[config.mk]
export PLATFORM = sky130hd
export DESIGN_NAME = lbus_frame_rx
export DESIGN_NICKNAME = d
export VERILOG_FILES = /design/src/rtl/lbus_frame_rx.sv
export SDC_FILE = /design/constraint.sdc
export NUM_CORES = 1
export LEC_CHECK = 0
export CAP_MARGIN = 10
export CORE_MARGIN = 1
export CORE_UTILIZATION = 58
export DETAILED_ROUTE_END_ITERATION = 10
export DONT_BUFFER_PORTS = 1
export PLACE_DENSITY = 0.84
export RECOVER_POWER = 50
export SETUP_SLACK_MARGIN = 0.5
export SLEW_MARGIN = 5
export SYNTH_ARGS = -nofsm -noshare
export SYNTH_HDL_FRONTEND = slang
export SYNTH_SLANG_ARGS = --single-unit
export TNS_END_PERCENT = 10
[constraint.sdc]
create_clock -name clk -period 3.8 [get_ports clk]
set_clock_uncertainty 0.15 [all_clocks]
set_input_delay 0.38 -clock clk [delete_from_list [all_inputs] [get_ports clk]]
set_output_delay 0.38 -clock clk [all_outputs]
set_load 0.1 [all_outputs]
[src/rtl/lbus_frame_rx.sv]
module lbus_frame_rx #(
  parameter int HALF_W = 16
) (
  input  logic              clk,
  input  logic              rst_n,
  input  logic              line_in,
  input  logic              pol_high,
  input  logic [HALF_W-1:0] half_len,
  output logic              frame_valid,
  output logic              frame_long,
  output logic [7:0]        byte0,
  output logic [7:0]        byte1
);
  localparam int CNT_W = HALF_W + 1;
  localparam int NB_W  = 5;
  localparam logic [NB_W-1:0] SHORT_LEN = NB_W'(9);
  localparam logic [NB_W-1:0] LONG_LEN  = NB_W'(17);
  localparam logic [NB_W-1:0] NB_MAX    = '1;

  typedef enum logic [1:0] {S_REST, S_PH0, S_PH1} st_t;

  st_t              st;
  logic             s1, s2, prev, ph0_lvl, done_q, done_long;
  logic [CNT_W-1:0] cnt;
  logic [NB_W-1:0]  nb;
  logic [15:0]      sr;

  logic             lvl, chg, busy, tmo, samp, len_ok;
  logic [CNT_W-1:0] limit, backdate;

  assign lvl      = pol_high ? ~s2 : s2;
  assign chg      = lvl ^ prev;
  assign busy     = (st != S_REST);
  assign limit    = CNT_W'(half_len) + CNT_W'(half_len >> 1);
  assign backdate = CNT_W'(half_len >> 1) + CNT_W'(1);
  assign tmo      = (cnt == limit);
  assign samp     = busy && (chg || tmo);
  assign len_ok   = (nb == SHORT_LEN) || (nb == LONG_LEN);

  always_ff @(posedge clk) begin
    if (!rst_n) begin
      s1          <= ~pol_high;
      s2          <= ~pol_high;
      prev        <= 1'b1;
      st          <= S_REST;
      cnt         <= '0;
      nb          <= '0;
      sr          <= '0;
      ph0_lvl     <= 1'b0;
      done_q      <= 1'b0;
      done_long   <= 1'b0;
      frame_valid <= 1'b0;
      frame_long  <= 1'b0;
      byte0       <= '0;
      byte1       <= '0;
    end else begin
      s1          <= line_in;
      s2          <= s1;
      prev        <= lvl;
      frame_valid <= done_q;
      done_q      <= 1'b0;

      if (done_q) begin
        frame_long <= done_long;
        byte0      <= done_long ? sr[15:8] : sr[7:0];
        byte1      <= done_long ? sr[7:0]  : 8'h00;
      end

      if (!busy) begin
        if (chg) begin
          st  <= S_PH0;
          cnt <= CNT_W'(1);
          nb  <= '0;
          sr  <= '0;
        end
      end else if (samp) begin
        cnt <= chg ? CNT_W'(1) : backdate;
        if (st == S_PH0) begin
          ph0_lvl <= prev;
          st      <= S_PH1;
        end else if (ph0_lvl && prev) begin
          st        <= S_REST;
          done_q    <= len_ok;
          done_long <= (nb == LONG_LEN);
          nb        <= '0;
        end else begin
          sr <= {sr[14:0], prev};
          nb <= (nb == NB_MAX) ? nb : nb + NB_W'(1);
          st <= S_PH0;
        end
      end else begin
        cnt <= cnt + CNT_W'(1);
      end
    end
  end
endmodule

==> impl_metrics.csv <==
group,metric,value,unit
floorplan,initial_core_util,60.8,%
placement,dp_hpwl,7.82,mm
timing,timing.final.crit_share,91.0,%
worst_hold_path,min_to,"s1$_DFF_P_",
timing,fin_ws,0.341,ns
clocking,cts_tree,"done",
clocking,cts_inserted_buffers,9,
worst_hold_path,hold_path_depth,2,
finish,final_common_cell,"nand2_1",
timing,slew_headroom,28.8,%
synthesis,ys_ff_latch,64,
worst_setup_path,r2r_end,"sr[0]$_SDFFE_PN0P_",
finish,areaGrowthSynthToFinish,10.8,%
clocking,cts_max_level,3,
clocking,insertion_delay,0.34,ns
grt,grt_use_total,28.2,%
synthesis,synth_nets,594,
floorplan,fp.dieW,89.9,µm
worst_setup_path,crit_start,"half_len[0]",
detailed_routing,highest_layer,"met4",
detailed_routing,drt-total-wl,11.3,mm
worst_setup_path,worstReg2RegStart,"cnt[14]$_SDFFE_PN0P_",
synthesis,async_flop_share,0,%
worst_setup_path,rrSetupSlack,0.41,ns
floorplan,die-area,0.00808,mm²
worst_hold_path,hp-start,"rst_n",
detailed_routing,drt-pass1-iter-count,5,
detailed_routing,avgViaCountPerCell,6.38,
floorplan,die_h,89.9,µm
synthesis,syn_area_per_cell,8.10,µm²
placement,gp_congestion,0.932,
grt,grt_start_max_net_pins,67,
finish,antennaDiodeCount,0,
pwr,power.total,1.85,mW
worst_setup_path,critPathMaxFanout,9,
worst_setup_path,reg2reg_depth,11,
synthesis,yosysSeqAreaShare,28.6,%
finish,finalNetCount,595,
grt,grt_pass1_vias,3981,
grt,gr-total-overflow,0,
placement,io_buffers,0,
detailed_routing,vias,4201,
timing,setup_violations,0,
finish,fillCellCount,599,
timing,rsz0062_at_grt,"yes",
pwr,powerDensity,372,mW/mm²
synthesis,syn_inst,553,
grt,grt_pass1_wl,18.7,mm
clocking,clockBufferDepth,2,
pwr,cellLeakagePower,1.88,nW
floorplan,core,0.00737,mm²
placement,pre_cts_ws,0.0870,ns
floorplan,placementRows,31,
timing,max_freq,0.289,GHz
detailed_routing,wl_met2,5.17,mm
worst_setup_path,worstPathCellList,"ha_4 > fa_2 > a211o_1 > a221o_1 > and4b_1 > o41ai_2 > o2111ai_1 > or4_1 > nand2_4 > a31o_4 > buf_4 > buf_12 > mux2i_1",
synthesis,syn_area,0.00448,mm²
clocking,cts_root_buffer,"clkbuf_8",
placement,dpl_cell_area,0.00458,mm²
worst_hold_path,min_path_type,"input pin to flop",
worst_setup_path,worst_path_largest_cell_delay,0.65,ns
finish,drive_gt1_share,11.4,%
synthesis,synth_cell_types,70,
worst_setup_path,worst_setup_path_end_kind,"flop",
detailed_routing,drt_iter0_drc,322,
detailed_routing,drt-met1-wl,5.14,mm
timing,period_minus_slack,3.46,ns
timing,slew_viol_final,0,
finish,stdcell_area,0.00496,mm²
finish,layout.cells.most_common_list,"66 x nand2_1, 64 x dfxtp_1, 45 x nand3_1, 29 x mux2i_1, 26 x nor2_1",
worst_setup_path,crit_path_top_delay_cell,"or4_1",
grt,antenna_found_initial,0,
job,cap_violations,0,
synthesis,yosys_warnings,0,
run_status,status,"complete, no violations",
detailed_routing,wl_per_cell,17.2,µm
pwr,peakVddDrop,0.319,mV
clocking,clk_pin_slew_worst_paths,0.07,ns
detailed_routing,dr_wl_met3,725,µm
worst_setup_path,crit_arrival,3.57,ns
synthesis,synth_flop_cell,"dfxtp_1",
synthesis,synth_edf_count,0,
clocking,clock_sinks,64,
worst_setup_path,startpoint_type,"input pin",
detailed_routing,drcViolationCount,0,
worst_setup_path,worstPathRequired,3.91,ns
timing,tightest_slew,1.07,ns
worst_setup_path,critical_path_class,"input pin to flop",
detailed_routing,ant_nets,0,
timing,setup_tns,0,ns
floorplan,ios,38,
timing,hold_violations,0,
report_power, final:
part | switching [mW] | internal (mW)
Combinational | 0.297 | 0.245
Clock | 0.261 | 0.336
Sequential | 0.0206 | 0.686
registers in the layout (all words and copies together), names as in the netlist:
signal	cells
st	2
frame_long	1
done_q	1
sr	16
s2	1
s1	1
byte0	8
nb	5
cnt	17
byte1	8
ph0_lvl	1
frame_valid	1
prev	1
done_long	1
cell usage after synthesis, types with 4 or more instances:
cell type	number	area [µm²]
nand2_1	66	248
dfxtp_1	64	1280
nand3_1	45	225
mux2i_1	29	290
a21oi_1	27	135
clkbuf_1	26	97.6
nor2_1	26	97.6
xnor2_1	23	201
ha_1	20	250
inv_1	15	56.3
o21ai_0	15	75.1
nor3_1	14	70.1
and3_1	13	81.3
xor2_1	12	105
o211ai_1	11	82.6
nand2b_1	10	62.6
a21boi_0	9	67.6
o211a_1	9	90.1
a31oi_1	8	50.1
a211oi_1	7	52.6
buf_2	6	30.0
nor2b_1	6	37.5
o21ai_1	6	30.0
nor4_1	5	31.3
o2111ai_1	5	43.8
a21o_1	4	30.0
and2_1	4	25.0
kinds of logic after synthesis:
kind of cell / share of synthesized area (%)
and+or+nand+nor: 25.4
AOI/OAI and AO/OA: 21.2
adders and majority gates: 6.03
muxes: 6.48
buffers and inverters: 5.39
xor gates and xnor gates: 6.84
DFF: 28.6
metal layers:
layer	up-vias	track usage [%]
met5	-	0
met4	0	10.3
met3	24	6.77
met2	155	44.2
met1	1991	37.8
li1	2031	-
per-stage QoR:
step | std cells | hold slack [ns] | utilization (%)
final | 658 | 0.0177 | 67.3
after global routing | 658 | 0.00487 | 67.3
after global placement | 627 | 0.256 | 62.1
after floorplan | 553 | 0.256 | -
after CTS | 654 | 0.00130 | 66.9
after detailed placement | 627 | 0.275 | 62.1
critical path, delay by kind of cell:
family / cells / cell delay (ns)
AO/OA/AOI/OAI: 5 / 1.16
buffers and inverters: 2 / 0.24
multiplexers: 1 / 0.23
AND/OR/NAND/NOR: 3 / 1.06
adder cells (fa/ha/maj): 2 / 0.52
how the worst max path moves through the flow:
| stage | end | slack, ns | cells past startpoint |
|---|---|---|---|
| after floorplan | sr[10]$_SDFFE_PN0P_ | 0.32 | 13 |
| after global placement | sr[13]$_SDFFE_PN0P_ | 0.11 | 12 |
| after detailed placement | sr[14]$_SDFFE_PN0P_ | 0.09 | 12 |
| after CTS | sr[2]$_SDFFE_PN0P_ | 0.50 | 14 |
| after global routing | sr[11]$_SDFFE_PN0P_ | 0.23 | 14 |
| final | sr[0]$_SDFFE_PN0P_ | 0.34 | 13 |
layout make-up:
class                      count  area (µm²)  share of cell area, %
inverter                      15        56.3                   1.13
multi-input combinational    437        3030                   61.1
clock buffer                  11         151                   3.05
tap                           99         124                   2.50
clock inverter                 5        55.1                   1.11
sequential                    64        1280                   25.8
timing repair buffer          27         260                   5.25
timing repair:
item | in CTS | in global routing
resized for setup | 7 | 1
hold endpoints to repair | 4 | 0
hold buffers | 3 | 0
endpoints found under the setup margin | 27 | 34
cloned | 1 | 0
pin swaps | 5 | 0
buffers inserted | 7 | 3
No activity file was read; power rests on OpenSTA's default activity.
